## src/rtl/tphs_pkg.sv

```systemverilog
package tphs_pkg;
  typedef enum logic [1:0] {
    S_IDLE = 2'd0,
    S_SCAN = 2'd1,
    S_DONE = 2'd2,
    S_HOLD = 2'd3
  } tphs_state_e;
endpackage

```

## src/rtl/tphs_scan.sv

```systemverilog
// Walks the mask one phase per step and keeps run statistics:
// the first closed run, the longest later closed run, and the open run.
module tphs_scan #(
  parameter int NPH = 16,
  localparam int PW = $clog2(NPH),
  localparam int LW = $clog2(NPH + 1)
) (
  input  logic          clk,
  input  logic          rst_n,
  input  logic          clr,
  input  logic          step,
  input  logic          bit_in,
  input  logic [PW-1:0] idx,
  output logic          first_done,
  output logic [PW-1:0] first_start,
  output logic [LW-1:0] first_len,
  output logic [PW-1:0] mid_start,
  output logic [LW-1:0] mid_len,
  output logic [PW-1:0] cur_start,
  output logic [LW-1:0] cur_len
);
  always_ff @(posedge clk or negedge rst_n) begin
    if (!rst_n) begin
      first_done  <= 1'b0;
      first_start <= '0;
      first_len   <= '0;
      mid_start   <= '0;
      mid_len     <= '0;
      cur_start   <= '0;
      cur_len     <= '0;
    end else if (clr) begin
      first_done  <= 1'b0;
      first_start <= '0;
      first_len   <= '0;
      mid_start   <= '0;
      mid_len     <= '0;
      cur_start   <= '0;
      cur_len     <= '0;
    end else if (step) begin
      if (bit_in) begin
        if (cur_len == '0) begin
          cur_start <= idx;
          cur_len   <= LW'(1);
        end else begin
          cur_len <= cur_len + LW'(1);
        end
      end else if (cur_len != '0) begin
        // run closes here
        if (!first_done) begin
          first_done  <= 1'b1;
          first_start <= cur_start;
          first_len   <= cur_len;
        end else if (cur_len > mid_len) begin
          mid_start <= cur_start;
          mid_len   <= cur_len;
        end
        cur_len <= '0;
      end
    end
  end
endmodule

```

## src/rtl/tphs_pick.sv

```systemverilog
// Combinational resolve: ring join, ordered longest pick, offset.
module tphs_pick #(
  parameter int NPH = 16,
  localparam int PW = $clog2(NPH),
  localparam int LW = $clog2(NPH + 1),
  localparam int SW = LW + 1
) (
  input  logic          first_done,
  input  logic [PW-1:0] first_start,
  input  logic [LW-1:0] first_len,
  input  logic [PW-1:0] mid_start,
  input  logic [LW-1:0] mid_len,
  input  logic [PW-1:0] cur_start,
  input  logic [LW-1:0] cur_len,
  output logic [PW-1:0] phase,
  output logic          err
);
  logic          join_ring;
  logic [SW-1:0] tail_len;
  logic [SW-1:0] best_len;
  logic [PW-1:0] best_start;
  logic [SW+1:0] off3;
  logic [SW+1:0] off;

  always_comb begin
    join_ring = (cur_len != '0) && first_done && (first_start == '0);
    tail_len  = join_ring ? (SW'(cur_len) + SW'(first_len)) : SW'(cur_len);

    best_len   = '0;
    best_start = '0;
    if (first_done && !join_ring) begin
      best_len   = SW'(first_len);
      best_start = first_start;
    end
    if (SW'(mid_len) > best_len) begin
      best_len   = SW'(mid_len);
      best_start = mid_start;
    end
    if (tail_len > best_len) begin
      best_len   = tail_len;
      best_start = cur_start;
    end

    err  = (best_len == '0) || (join_ring && (tail_len >= SW'(NPH)));
    off3 = ((SW+2)'(best_len) * (SW+2)'(3)) >> 2;
    off  = (off3 != '0) ? off3 - (SW+2)'(1) : off3;
    phase = err ? '0 : best_start + off[PW-1:0];
  end
endmodule

```

## src/rtl/tphs_top.sv

```systemverilog
module tphs_top #(
  parameter int NPH = 16,
  localparam int PW = $clog2(NPH),
  localparam int LW = $clog2(NPH + 1)
) (
  input  logic           clk,
  input  logic           rst_n,
  input  logic           in_valid,
  output logic           in_ready,
  input  logic [NPH-1:0] in_mask,
  output logic           out_valid,
  input  logic           out_ready,
  output logic [PW-1:0]  out_phase,
  output logic           out_err
);
  import tphs_pkg::*;

  tphs_state_e    state_q;
  logic [PW-1:0]  idx_q;
  logic [NPH-1:0] mask_q;
  logic [PW-1:0]  phase_q;
  logic           err_q;
  logic           accept;

  logic          first_done;
  logic [PW-1:0] first_start, mid_start, cur_start;
  logic [LW-1:0] first_len, mid_len, cur_len;
  logic [PW-1:0] pick_phase;
  logic          pick_err;

  assign in_ready  = (state_q == S_IDLE);
  assign accept    = in_valid && in_ready;
  assign out_valid = (state_q == S_HOLD);
  assign out_phase = phase_q;
  assign out_err   = err_q;

  tphs_scan #(.NPH(NPH)) u_scan (
    .clk(clk), .rst_n(rst_n), .clr(accept),
    .step(state_q == S_SCAN), .bit_in(mask_q[idx_q]), .idx(idx_q),
    .first_done(first_done), .first_start(first_start), .first_len(first_len),
    .mid_start(mid_start), .mid_len(mid_len),
    .cur_start(cur_start), .cur_len(cur_len)
  );

  tphs_pick #(.NPH(NPH)) u_pick (
    .first_done(first_done), .first_start(first_start), .first_len(first_len),
    .mid_start(mid_start), .mid_len(mid_len),
    .cur_start(cur_start), .cur_len(cur_len),
    .phase(pick_phase), .err(pick_err)
  );

  always_ff @(posedge clk or negedge rst_n) begin
    if (!rst_n) begin
      state_q <= S_IDLE;
      idx_q   <= '0;
      mask_q  <= '0;
      phase_q <= '0;
      err_q   <= 1'b0;
    end else begin
      case (state_q)
        S_IDLE: if (accept) begin
          mask_q  <= in_mask;
          idx_q   <= '0;
          state_q <= S_SCAN;
        end
        S_SCAN: begin
          idx_q <= idx_q + PW'(1);
          if (idx_q == PW'(NPH - 1)) state_q <= S_DONE;
        end
        S_DONE: begin
          phase_q <= pick_phase;
          err_q   <= pick_err;
          state_q <= S_HOLD;
        end
        default: if (out_ready) state_q <= S_IDLE;
      endcase
    end
  end
endmodule

```

## config.mk

```make
export PLATFORM = sky130hd
export DESIGN_NAME = tphs_top
export DESIGN_NICKNAME = d
export VERILOG_FILES = /design/src/rtl/tphs_pkg.sv /design/src/rtl/tphs_scan.sv /design/src/rtl/tphs_pick.sv /design/src/rtl/tphs_top.sv
export SDC_FILE = /design/constraint.sdc
export NUM_CORES = 1
export LEC_CHECK = 0
export ABC_AREA = 1
export BUFFER_PORTS_ARGS = -buffer_cell sky130_fd_sc_hd__buf_2
export CAP_MARGIN = 20
export CORE_ASPECT_RATIO = 0.7
export CORE_MARGIN = 1.5
export CORE_UTILIZATION = 30
export CTS_CLUSTER_SIZE = 25
export DETAILED_ROUTE_END_ITERATION = 7
export PLACE_DENSITY_LB_ADDON = 0.25
export SLEW_MARGIN = 20
export SYNTH_ARGS = -nofsm -noshare
export SYNTH_HDL_FRONTEND = slang
export SYNTH_SLANG_ARGS = --single-unit
```

## constraint.sdc

```tcl
create_clock -name clk -period 8.58 [get_ports clk]
set_input_delay 1.716 -clock clk [delete_from_list [all_inputs] [get_ports clk]]
set_output_delay 1.716 -clock clk [all_outputs]
set_load 0.005 [all_outputs]
```

Word-level counts from Yosys, hierarchy flattened:

Cells that the tools add are included.

* flip-flop bits (word level): 55
* input port bits: 20
* output and inout port bits: 7
* word-level logic and storage cells: 113

* $add $sub $neg: 5
* $mul: 1
* magnitude comparators: 5
* equality and inequality tests: 8
* muxes and demuxes: 52
* reductions and logical operators: 30

Operators with widths (number)
* 5-bit 2-to-1 mux: 17
* 4-bit 2-to-1 mux: 21
* 6-bit 2-to-1 mux: 3
* 2-bit nonzero test: 7
* 5-bit greater-than comparator: 2
* 3-bit AND reduction: 3
* 6-bit by 2-bit multiplier with 8-bit output, second input constant: 1
* 4-bit one-hot mux with 2 select lines: 1
* 8-bit nonzero test: 1
* 5-bit by 5-bit adder with 6-bit output: 1
* 6-bit by 5-bit >= comparator with 1-bit output, second input constant: 1
* 6-bit greater-than comparator: 1
* 6-bit zero test: 1
* 2-bit 2-to-1 mux: 3
* 2-bit inequality test, second input constant: 3
* 2-bit one-hot mux with 3 select lines: 1
* 2-bit AND reduction: 3
* 5-bit by 1-bit adder with 5-bit output, second input constant: 1
* 1-bit logical AND: 5
* 5-bit zero test: 1
* 4-bit by 5-bit less-than comparator with 1-bit output, second input constant: 1
* 1-bit 2-to-1 mux: 5
* 5-bit AND reduction: 1
* 5-bit nonzero test: 1
* other kinds (15): 16

Longest topological paths before layout:

Gate-level depths: netlist of the first run.

* depth in word-level cells: 15
* gate-level depth with buffers: 46
* depth with buffers taken out: 45

Cells and area by module:

From an unflattened synthesis of the first run, not the netlist that was laid out.

* cells, all modules: 558
* area total of the unflattened synthesis: 4234.1 um2

By module, submodules not included
* tphs_scan: instances 1, cells each 169, area an instance 1487.7 um2, sequential area each 700.7 um2
* tphs_pick: instances 1, cells each 234, area an instance 1413.9 um2, sequential area each 0.0 um2
* tphs_top: instances 1, cells each 155, area an instance 1332.5 um2, sequential area each 675.6 um2

Worst setup path before layout of the first run:

Ideal clock, no wire load.

* path kind: register to register
* from: register u_scan.cur_len[1]
* to: register phase_q[3], in the netlist out_phase[3]
* library setup time: 65 ps
* data arrival time: 6678 ps
* required time: 8515 ps
* slack: 1837 ps
* stages on the path, launching flop included: 46
* buffers on the path: 2
* period minus slack after synthesis: 6743 ps
* path through: dfrtp_1 -> inv_1 -> ha_1 -> nand2_1 -> nor2_4 -> o21ai_2 -> inv_1 -> nand2_1 -> ha_1 -> nand2_1 -> nor2_1 -> nand2_1 -> nand3_1 -> nand2_1 -> clkbuf_1 -> nand2_1 -> o21ai_0 -> ha_1 -> [10 not listed] -> o21ai_0 -> inv_1 -> fa_1 -> xnor2_1 -> inv_1 -> ha_1 -> inv_1 -> a2111oi_0 -> nand4_4 -> a21oi_1 -> ha_1 -> a21o_1 -> a21oi_1 -> xor2_1 -> inv_1 -> nand3_1 -> nand3_1 -> nand2_1

* longest elaborated chain between the ends: 15
* elaborated cells on any way between the ends: 25
* classes of those cells: add/sub: 3; mul: 1; order compare: 3; mux: 9; reduce/logical: 9

Ends and longest elaborated chain
* from (decl): line tphs_scan.sv:20 `output logic [LW-1:0] cur_len`
* from (signal assigned): line tphs_scan.sv:45 `cur_len <= cur_len + LW'(1);`
* 5-bit nonzero test: line tphs_pick.sv:26 `join_ring = (cur_len != '0) && first_done && (first_start == '0);`
* 1-bit logical AND (2 in a row): line tphs_pick.sv:26
* 1-bit zero test: line tphs_pick.sv:31 `if (first_done && !join_ring) begin`
* 1-bit logical AND: line tphs_pick.sv:31
* 5-bit 2-to-1 mux: line tphs_pick.sv:31
* 5-bit greater-than comparator: line tphs_pick.sv:35 `if (SW'(mid_len) > best_len) begin`
* 6-bit 2-to-1 mux: line tphs_pick.sv:35
* 6-bit greater-than comparator: line tphs_pick.sv:39 `if (tail_len > best_len) begin`
* 6-bit 2-to-1 mux: line tphs_pick.sv:39
* 6-bit by 2-bit multiplier with 8-bit output: line tphs_pick.sv:45 `off3 = ((SW+2)'(best_len) * (SW+2)'(3)) >> 2;`
* 4-bit by 1-bit subtractor with 4-bit output / 8-bit nonzero test (equally long branches): line tphs_pick.sv:46 `off = (off3 != '0) ? off3 - (SW+2)'(1) : off3;`
* 4-bit 2-to-1 mux: line tphs_pick.sv:46
* 4-bit adder: line tphs_pick.sv:47 `phase = err ? '0 : best_start + off[PW-1:0];`
* 4-bit 2-to-1 mux (*): line tphs_pick.sv:47
* to (signal assigned): line tphs_top.sv:71 `phase_q <= pick_phase;`
* to (decl): line tphs_top.sv:21 `logic [PW-1:0] phase_q;`

Every way passes the cells marked *; elsewhere a longest branch is shown, timed or not.
A chain may end at the register's enable or synchronous reset.

Worst setup path after layout of the first run:

Ends and elaborated chain as after synthesis.

==> results.yml, run 1 <==
synth:
  yosys.cell_types.count: 49
  netlist_instances: 522
  yosys_warnings: 0
  ys_seq_elements: 55
  number_of_enable_flip_flop_cells_after_synthesis: 0
  mappedNetlistNets: 585
  syn_area_per_cell_sq_um: 7.74
  postSynth.topFlopCell: "sky130_fd_sc_hd__dfrtp_1"
  ys_async_sr_fraction_pct: 100
  post_synthesis_cell_area_sq_mm: 0.00404
  share_of_the_yosys_chip_area_belonging_to_registers_pct: 34.1
cts:
  total_clock_sinks: 55
  clk-insertion-delay-late_ns: 0.29
  cts_root_buffer: "sky130_fd_sc_hd__clkbuf_16"
  cts.reportedPaths.clkPinSlew_ns: 0.07
  post_cts.repair.setup_buffers: 0
  htree_levels: 2
  cts-resized-gates: 0
  post_cts_hold_buffer_count: 0
  cts_tree: "built"
  tritoncts.num_buffers: 5
  cts_buffer_depth: 2
cells_and_area:
  syn_to_final_growth_pct: 11.9
  final_util_pct: 34.4
  insertedDiodeCount: 0
  layout-drive-gt1-share_pct: 12.9
  nFillCells: 1359
  layout_commonest_cell: "sky130_fd_sc_hd__nand2_1"
  final_area_sq_mm: 0.00452
  num-nets-final: 606
  instances_no_fill: 710
  commonest_cells_after_routing_fill_and_taps_aside: "140 x sky130_fd_sc_hd__nand2_1, 63 x sky130_fd_sc_hd__inv_1, 55 x sky130_fd_sc_hd__dfrtp_1"
setup_path:
  timing.critical_path.mode_cell: "sky130_fd_sc_hd__nand2_1"
  cp_slowest_cell: "sky130_fd_sc_hd__a2111oi_0"
  critPathRequiredTime_ns: 8.82
  critPathBufInv: 7
  critical_path_peak_fanout: 16
  type_of_origin_of_the_critical_path: "flip-flop"
  worst_ep_arrival_time_ns: 7.69
  critPathMaxStageDelay_ns: 0.69
  worstReg2RegStart: "u_scan.cur_len[1]$_DFFE_PN0P_"
  worst_setup_path_end_kind: "flip-flop"
  critical_path_source: "u_scan.cur_len[1]$_DFFE_PN0P_"
  critPathKind: "flip-flop to flip-flop"
  cp_top_family: "simple AND/OR/NAND/NOR gates"
floorplan:
  core_area_sq_mm: 0.0131
  initial_utilization_pct: 30.8
  floorplan.die.height_microns: 100
  io-pin-count: 27
  dieArea_sq_mm: 0.0142
  die_w_microns: 142
  placementRows: 35
place:
  place.port_buffers: 26
  place_area_sq_mm: 0.00433
  detailed_place_hpwl_mm: 7.55
  gp_routability_congestion: 0.856
  post-place-cells: 702
run_status:
  outcome: "finished, final reports clean"
timing:
  max_freq_mhz: 134
  fin_crit_sh_pct: 86.9
  final_max_slew_viol_count: 0
  worst_margin_pin_slew_ns: 1.01
  hold_viol_final: 0
  finalWorstPathRequiredPeriod_ns: 7.45
  finalClockSkew_ns: 0.00543
  finalSetupViolations: 0
  worst_slew_margin_rel_pct: 32.5
  timing.setup.tns_ns: 0
  unrepaired_setup_endpoints_after_global_routing: "false"
detailed_routing:
  drt_drc_violations_left: 0
  drt-vias-per-instance: 4.67
  detail_route.wirelength_mm: 9.63
  total_vias_in_the_final_route: 3318
  routedWlPerCell_microns: 13.6
  detail_route.first_pass.iterations: 4
  drt_iter0_markers: 200
  detail-route-antenna-nets: 0
global_routing:
  grt_max_degree: 56
  first_global_vias: 3192
  antenna_found_initial: 0
  track_usage_pct: 14.4
  gr-total-overflow: 0
  grt_first_pass_wirelength_mm: 16.3
job:
  max-cap-violations: 0
hold_path:
  timing.hold.worst.start: "mask_q[1]$_DFFE_PN0P_"
  hp-class: "flip-flop to flip-flop"
Yosys cell counts, types with 4 or more instances:
| master | n | area (sq um) |
|---|---|---|
| sky130_fd_sc_hd__nand2_1 | 140 | 526 |
| sky130_fd_sc_hd__inv_1 | 63 | 236 |
| sky130_fd_sc_hd__dfrtp_1 | 55 | 1380 |
| sky130_fd_sc_hd__o21ai_0 | 47 | 235 |
| sky130_fd_sc_hd__ha_1 | 40 | 500 |
| sky130_fd_sc_hd__nor2_1 | 31 | 116 |
| sky130_fd_sc_hd__nand3_1 | 26 | 130 |
| sky130_fd_sc_hd__a21oi_1 | 20 | 100 |
| sky130_fd_sc_hd__nand2_2 | 8 | 50.1 |
| sky130_fd_sc_hd__clkbuf_1 | 7 | 26.3 |
| sky130_fd_sc_hd__xor2_1 | 7 | 61.3 |
| sky130_fd_sc_hd__nor3_1 | 6 | 30.0 |
| sky130_fd_sc_hd__inv_2 | 5 | 18.8 |
| sky130_fd_sc_hd__nand2_4 | 4 | 45.0 |
| sky130_fd_sc_hd__xnor2_1 | 4 | 35.0 |
layout make-up:
type / instances / area, sq um / share of cell area [%]
Sequential cell: 55 / 1380 / 30.4
Inverter: 70 / 270 / 5.98
Multi-Input combinational cell: 383 / 2330 / 51.6
Timing Repair Buffer: 28 / 145 / 3.21
Clock buffer: 6 / 129 / 2.85
Clock inverter: 2 / 60.1 / 1.33
Tap cell: 166 / 208 / 4.59
sequential cells by signal, indices dropped and copies added, names as in the netlist:
signal and cells:
mask_q 16, out_err 1, u_scan.first_done 1, u_scan.cur_start 4, u_scan.first_start 4, u_scan.cur_len 5
u_scan.mid_start 4, out_phase 4, u_scan.first_len 5, idx_q 4, u_scan.mid_len 5, state_q 2
cell families (layout without fill, tap and decap cells):
kind of cell / after synthesis / count (layout) / synth area share [%]
compound gates: 94 / 94 / 13.6
buf+inv: 84 / 106 / 8.17
flops: 55 / 55 / 34.1
mux: 3 / 3 / 0.743
xor+xnor: 11 / 11 / 2.38
fa+ha+maj: 43 / 43 / 13.9
simple gates: 232 / 232 / 27.2
path summary, 6_finish.rpt:
check | end | slack [ns] | cells after the start
hold reg to reg | mask_q[1]$_DFFE_PN0P_ | 0.48 | 2
max in group asynchronous | mask_q[6]$_DFFE_PN0P_ | 6.53 | 2
setup / recovery | out_phase[3]$_DFFE_PN0P_ | 1.13 | 43
min in group asynchronous | out_phase[3]$_DFFE_PN0P_ | 1.55 | 2
setup reg to reg | out_phase[3]$_DFFE_PN0P_ | 1.13 | 43
hold / removal | mask_q[1]$_DFFE_PN0P_ | 0.48 | 2
per-layer routing:
layer	routed length [microns]	track usage, %	part of all wire (%)	vias to the layer above
li1	-	-	-	1739
met1	5370	22.7	56	1526
met2	3810	20.5	39	51
met3	435	2.53	4.5	2
met4	23	2.46	0.24	0
met5	0	0	0	-
per-stage QoR:
stage / hold WS, ns / setup WS [ns]
3_3_place_gp: 0.462 / 1.48
3_5_place_dp: 0.464 / 1.15
2_1_floorplan: 0.444 / 1.84
4_1_cts: 0.484 / 1.12
6_report: 0.480 / 1.13
5_1_grt: 0.508 / 0.275
worst reg2reg max path, delay by kind of cell, from the launching register on:
family                     cells  cell delay (ns)
buffers and inverters          7             0.73
xor gates and xnor gates       2             0.39
DFF                            1             0.47
AOI/OAI and AO/OA              6             1.76
and+or+nand+nor               22             2.43
adders and majority gates      6             1.63
Power of run 1 is left out: the tool's default activity adds up to more than one toggle a clock period on the data nets, which glitch-free logic cannot reach.
==> run 2: changes to the inputs <==
RECOVER_POWER = 100   (was default)
==> run 2 against run 1 <==
Compared with the run above: the run now ends with capacitance limit, slew limit left; via count grew 0.81%; design area is 0.39% lower; first-iteration DRC count down 2.5%; sequential cell count unchanged; critical path depth unchanged; sequential share of layout area is 0.12 points higher; non-clock buffer count is the same; largest cell class unchanged.
==> results.yml, run 2 (same netlist as run 1, synthesis figures left out) <==
run_status:
  outcome: "finished with violations"
  violations: "capacitance limit, slew limit"
timing:
  final_max_slew_viol_count: 75
  worst_slew_margin_rel_pct: -102
  fin_worst_hold_slack_ns: 0.480
  timing.setup.tns_ns: 0
  fin_crit_sh_pct: 86.9
  hold_viol_final: 0
  worst_margin_pin_slew_ns: 3.03
  unrepaired_setup_endpoints_after_global_routing: "false"
  finalWorstPathRequiredPeriod_ns: 7.45
  max_freq_mhz: 134
  finalClockSkew_ns: 0.00647
  finalSetupViolations: 0
global_routing:
  grt_use_met3_pct: 2.53
  first_global_vias: 3192
  track_usage_pct: 14.4
  gr-total-overflow: 0
  grt_first_pass_wirelength_mm: 16.3
  grtUsageMet2_pct: 20.5
  use_met1_pct: 22.7
  grt_max_degree: 56
  antenna_found_initial: 0
  busiest_layer: "met1"
cells_and_area:
  flip_flop_count_of_the_largest_register_after_layout: 16
  insertedDiodeCount: 0
  commonest_cells_after_routing_fill_and_taps_aside: "141 x sky130_fd_sc_hd__nand2_1, 63 x sky130_fd_sc_hd__inv_1, 55 x sky130_fd_sc_hd__dfrtp_1"
  syn_to_final_growth_pct: 11.5
  instances_no_fill: 710
  layout-drive-gt1-share_pct: 11.6
  layout_commonest_cell: "sky130_fd_sc_hd__nand2_1"
  register_with_the_highest_flop_count: "mask_q"
  nFillCells: 1363
  num-nets-final: 606
setup_path:
  cp_slowest_cell: "sky130_fd_sc_hd__a2111oi_0"
  type_of_origin_of_the_critical_path: "flip-flop"
  worst_setup_path_end_kind: "flip-flop"
  critPathMaxStageDelay_ns: 0.69
  critical_path_cell_count: 43
  critPathKind: "flip-flop to flip-flop"
  critPathBufInv: 7
  timing.critical_path.mode_cell: "sky130_fd_sc_hd__nand2_1"
  critical_path_peak_fanout: 16
  worst_ep_arrival_time_ns: 7.69
  critPathRequiredTime_ns: 8.82
  cp_top_family: "simple AND/OR/NAND/NOR gates"
  critical_path_source: "u_scan.cur_len[1]$_DFFE_PN0P_"
  r2r.worst_path.cells: 43
  worstReg2RegStart: "u_scan.cur_len[1]$_DFFE_PN0P_"
detailed_routing:
  detail-route-antenna-nets: 0
  drt_iter0_markers: 195
  routedWlPerCell_microns: 13.6
  total_vias_in_the_final_route: 3345
  detail_route.wirelength_mm: 9.65
  drt-vias-per-instance: 4.71
  detail_route.first_pass.iterations: 4
  drt_drc_violations_left: 0
floorplan:
  die_w_microns: 142
  floorplan.die.height_microns: 100
  placementRows: 35
  dieArea_sq_mm: 0.0142
  initial_utilization_pct: 30.8
  io-pin-count: 27
  core_area_sq_mm: 0.0131
cts:
  cts-resized-gates: 0
  cts_tree: "built"
  cts_buffer_depth: 2
  clk-insertion-delay-late_ns: 0.30
  htree_levels: 2
  total_clock_sinks: 55
  post_cts.repair.setup_buffers: 0
  post_cts_hold_buffer_count: 0
  cts.reportedPaths.clkPinSlew_ns: 0.07
  tritoncts.num_buffers: 5
  cts_root_buffer: "sky130_fd_sc_hd__clkbuf_16"
hold_path:
  hold_path_depth: 2
  hp-class: "flip-flop to flip-flop"
  timing.hold.worst.start: "mask_q[14]$_DFFE_PN0P_"
job:
  max-cap-violations: 2
place:
  post-place-cells: 702
  gp_routability_congestion: 0.856
  detailed_place_hpwl_mm: 7.55
  place.port_buffers: 26
run 2: changes by cell type in the layout (fill, tap and decap cells not counted), sizes merged:
cell    delta
clkbuf     +5
buf        -5
run 2: through the flow:
| step | utilization [%] | area, sq um | setup WS (ns) |
|---|---|---|---|
| 6_report | 34.3 | 4510 | 1.13 |
| 2_1_floorplan | - | 4040 | 1.84 |
| 5_1_grt | 34.3 | 4510 | 0.277 |
| 4_1_cts | 34.4 | 4520 | 1.12 |
| 3_3_place_gp | 33.0 | 4330 | 1.48 |
| 3_5_place_dp | 33.0 | 4330 | 1.15 |
run 2: layout make-up:
class | count | area, sq um | share of cell area (%)
clock buffers | 6 | 129 | 2.86
clock inverters | 2 | 60.1 | 1.33
inverters | 70 | 270 | 6.00
multi-input cells | 383 | 2330 | 51.7
flip-flops and latches | 55 | 1380 | 30.5
well taps | 166 | 208 | 4.61
repair buffers | 28 | 134 | 2.97
run 2: final timing paths:
| check | to | slack [ns] |
|---|---|---|
| setup / recovery | out_phase[3]$_DFFE_PN0P_ | 1.13 |
| hold / removal | mask_q[14]$_DFFE_PN0P_ | 0.48 |
| setup reg to reg | out_phase[3]$_DFFE_PN0P_ | 1.13 |
| hold reg to reg | mask_q[14]$_DFFE_PN0P_ | 0.48 |
| max in group asynchronous | mask_q[6]$_DFFE_PN0P_ | 4.37 |
| min in group asynchronous | out_phase[3]$_DFFE_PN0P_ | 2.49 |
run 2: metal layers:
metal | wire (microns) | share of wire (%)
met5 | 0 | 0
met2 | 3840 | 40
met3 | 313 | 3.2
met1 | 5460 | 57
met4 | 43 | 0.45
run 2: worst reg2reg max path, delay by kind of cell (launching register included):
family,cells,cell delay (ns)
fa+ha+maj,6,1.63
compound gates,6,1.76
flops,1,0.47
buf+inv,7,0.73
simple gates,22,2.43
xor+xnor,2,0.39
Power of run 2 is left out for the same reason.
==> run 3: changes to the inputs <==
ABC_AREA = default   (was 1)
SLEW_MARGIN = default   (was 20)
==> run 3 against run 2 <==
Compared with the run above: the run ends with DRC, capacitance limit, slew limit left; maximum frequency down 4.4%; hold slack worse by 0.010 ns; critical endpoint unchanged; routed wire length decreased by 12%; utilization is 0.29 points higher; sequential cell count is the same; sequential share of layout area up 1.2 points; critical path type unchanged; die area down 3.1%; count of clock-buffer cells in the layout did not move.
==> results.yml, run 3 <==
job:
  max-cap-violations: 3
place:
  gp_routability_congestion: 0.867
  detailed_place_hpwl_mm: 6.55
  place.port_buffers: 26
timing:
  max_freq_mhz: 128
  worst_margin_pin_slew_ns: 2.93
  fin_crit_sh_pct: 90.9
  hold_viol_final: 0
  fin_worst_hold_slack_ns: 0.470
  worst_slew_margin_rel_pct: -95.6
  finalWorstPathRequiredPeriod_ns: 7.80
  unrepaired_setup_endpoints_after_global_routing: "false"
  finalSetupViolations: 0
  final_max_slew_viol_count: 106
  timing.setup.tns_ns: 0
  finalClockSkew_ns: 0.00265
setup_path:
  critPathRequiredTime_ns: 8.76
  type_of_origin_of_the_critical_path: "flip-flop"
  worst_setup_path_end_kind: "flip-flop"
  worst_ep_arrival_time_ns: 7.98
  cp_slowest_cell: "sky130_fd_sc_hd__dfrtp_1"
  critical_path_peak_fanout: 14
  timing.critical_path.mode_cell: "sky130_fd_sc_hd__ha_1"
  critPathKind: "flip-flop to flip-flop"
  regToRegSetupSlack_ns: 0.78
  critPathMaxStageDelay_ns: 0.51
cells_and_area:
  num-nets-final: 507
  insertedDiodeCount: 0
  layout_commonest_cell: "sky130_fd_sc_hd__nand2_1"
  final_util_pct: 34.6
  layout-drive-gt1-share_pct: 12.4
  flip_flop_count_of_the_largest_register_after_layout: 16
  register_with_the_highest_flop_count: "mask_q"
  syn_to_final_growth_pct: 10.9
  commonest_cells_after_routing_fill_and_taps_aside: "72 x sky130_fd_sc_hd__nand2_1, 55 x sky130_fd_sc_hd__dfrtp_1, 40 x sky130_fd_sc_hd__nor2_1, 40 x sky130_fd_sc_hd__ha_1, 28 x sky130_fd_sc_hd__inv_1"
synth:
  syn_area_per_cell_sq_um: 9.29
  synthSimpleGateAreaFrac_pct: 19.6
  yosys_warnings: 0
  number_of_enable_flip_flop_cells_after_synthesis: 0
  cells_taking_the_most_area_after_synthesis: "sky130_fd_sc_hd__dfrtp_1 35%, sky130_fd_sc_hd__ha_1 13%, sky130_fd_sc_hd__nand2_1 6.9%, sky130_fd_sc_hd__mux2i_1 6.4%, sky130_fd_sc_hd__nor2_1 3.8%"
  post_synthesis_cell_area_sq_mm: 0.00391
  share_of_the_yosys_chip_area_belonging_to_registers_pct: 35.2
  synth_adder_area_share_pct: 14.3
  synth_area_leader_cell: "sky130_fd_sc_hd__dfrtp_1"
  yosys.area_share.xor_xnor_pct: 3.58
  yosys-mux-area-fraction_pct: 11.4
  mappedNetlistNets: 484
  yosys.cell_types.count: 61
  netlist.area_leader.share_pct: 35.2
  dominant_combinational_cell_family_by_area_after_synthesis: "simple AND/OR/NAND/NOR gates"
  ys_seq_elements: 55
  synthMostInstantiatedCell: "sky130_fd_sc_hd__nand2_1"
  synthesized_area_fraction_occupied_by_ao_oa_aoi_and_oai_cells_pct: 11.4
  postSynth.topFlopCell: "sky130_fd_sc_hd__dfrtp_1"
  post_synth_most_frequent_cells: "72 x sky130_fd_sc_hd__nand2_1, 55 x sky130_fd_sc_hd__dfrtp_1, 40 x sky130_fd_sc_hd__ha_1, 40 x sky130_fd_sc_hd__nor2_1, 28 x sky130_fd_sc_hd__inv_1"
  netlist_instances: 421
  ys_async_sr_fraction_pct: 100
hold_path:
  hp-class: "flip-flop to flip-flop"
floorplan:
  core_area_sq_mm: 0.0125
  io-pin-count: 27
  placementRows: 34
  die_w_microns: 139
  floorplan.die.height_microns: 98.5
  initial_utilization_pct: 31.2
  dieArea_sq_mm: 0.0137
global_routing:
  gr-total-overflow: 0
  grt_first_pass_wirelength_mm: 14.8
  antenna_found_initial: 0
  track_usage_pct: 13.2
  first_global_vias: 2945
  grt_max_degree: 56
detailed_routing:
  drt-vias-per-instance: 4.85
  drt_drc_violations_left: 1
  detail_route.first_pass.iterations: 6
  routedWlPerCell_microns: 14.0
  total_vias_in_the_final_route: 2940
  drt_iter0_markers: 160
  detail_route.wirelength_mm: 8.46
  detail-route-antenna-nets: 0
cts:
  cts_tree: "built"
  total_clock_sinks: 55
  post_cts.repair.setup_buffers: 0
  tritoncts.num_buffers: 5
  htree_levels: 2
  clk-insertion-delay-late_ns: 0.29
  cts_root_buffer: "sky130_fd_sc_hd__clkbuf_16"
  cts_buffer_depth: 2
  cts.reportedPaths.clkPinSlew_ns: 0.06
  cts-resized-gates: 0
  post_cts_hold_buffer_count: 0
power:
  static-leakage-power_nw: 2.08
  power_density_mw_per_mm2: 453
  fin_total_pwr_mw: 1.97
  power.clock.fraction_pct: 10.2
  p_int_mw: 1.05
  power.net_switching_mw: 0.914
  seq_power_share_pct: 22.7
  pwr-share-comb_pct: 67.1
  power.share.switching_pct: 46.5
  vdd.ir_drop.worst_mv: 0.178
run_status:
  violations: "DRC, capacitance limit, slew limit"
  outcome: "finished with violations"
-- run 3: cell count changes after synthesis, sizes merged, moves of 4 or more --
cell	previous run	this run
a31oi	2	6
and3	0	7
inv	70	28
mux2	0	4
mux2i	3	27
mux4	0	5
nand2	155	73
nand3	28	11
nor2	37	43
nor2b	0	5
o21ai	53	16
-- run 3: final cells by class --
type / count / area, sq um
Timing Repair Buffer: 31 / 151
Clock buffer: 6 / 139
Inverter: 28 / 105
Tap cell: 162 / 203
Fill cell: 1250 / 8210
Multi-Input combinational cell: 323 / 2360
Clock inverter: 1 / 5.00
Sequential cell: 55 / 1380
-- run 3: worst paths after layout --
path,start,end,cells after the start
max reg2reg,u_scan.cur_len[1]$_DFFE_PN0P_,out_phase[3]$_DFFE_PN0P_,30
min,mask_q[10]$_DFFE_PN0P_,mask_q[10]$_DFFE_PN0P_,2
min in group asynchronous,rst_n,idx_q[2]$_DFFE_PN0P_,2
min reg2reg,mask_q[10]$_DFFE_PN0P_,mask_q[10]$_DFFE_PN0P_,2
max,u_scan.cur_len[1]$_DFFE_PN0P_,out_phase[3]$_DFFE_PN0P_,30
max in group asynchronous,rst_n,state_q[0]$_DFFE_PN0P_,2
-- run 3: stage by stage --
stage / std cells / area (sq um) / worst slack (ns)
after floorplan: 421 / 3910 / 1.16
after global placement: 598 / 4210 / 0.964
after detailed placement: 598 / 4210 / 0.602
after CTS: 605 / 4360 / 0.603
after global routing: 606 / 4340 / 0.127
final: 606 / 4340 / 0.783
-- run 3: cells by family after synthesis --
group	after synthesis
DFF	55
adders and majority gates	43
muxes	36
xor gates and xnor gates	16
buffers and inverters	43
and+or+nand+nor	161
AOI/OAI and AO/OA	67
-- run 3: power by group through the flow --
stage / clock, mW / sequential (mW) / combinational, mW
finish: 0.201 / 0.446 / 1.32
global route: 0.223 / 0.463 / 1.52
CTS: 0.207 / 0.447 / 1.33
detailed placement: 0 / 0.451 / 1.32
global placement: 0 / 0.447 / 1.30
floorplan: 0 / 0.409 / 1.08
-- run 3: routing by layer --
metal  wire [microns]  vias up  GRT usage, %
li1                 -     1501             -
met1             4770     1391          20.1
met2             3370       39          19.3
met3              226        9          2.38
met4               87        0          3.03
met5                0        -             0
-- run 3: critical path: cells and delay by family (launching register included) --
kind,cells,cell delay [ns]
adders and majority gates,6,1.77
DFF,1,0.51
buffers and inverters,2,0.21
xor gates and xnor gates,2,0.47
muxes,4,1.43
and+or+nand+nor,10,2.10
AOI/OAI and AO/OA,6,1.20
(Power assumes the default switching activity.)
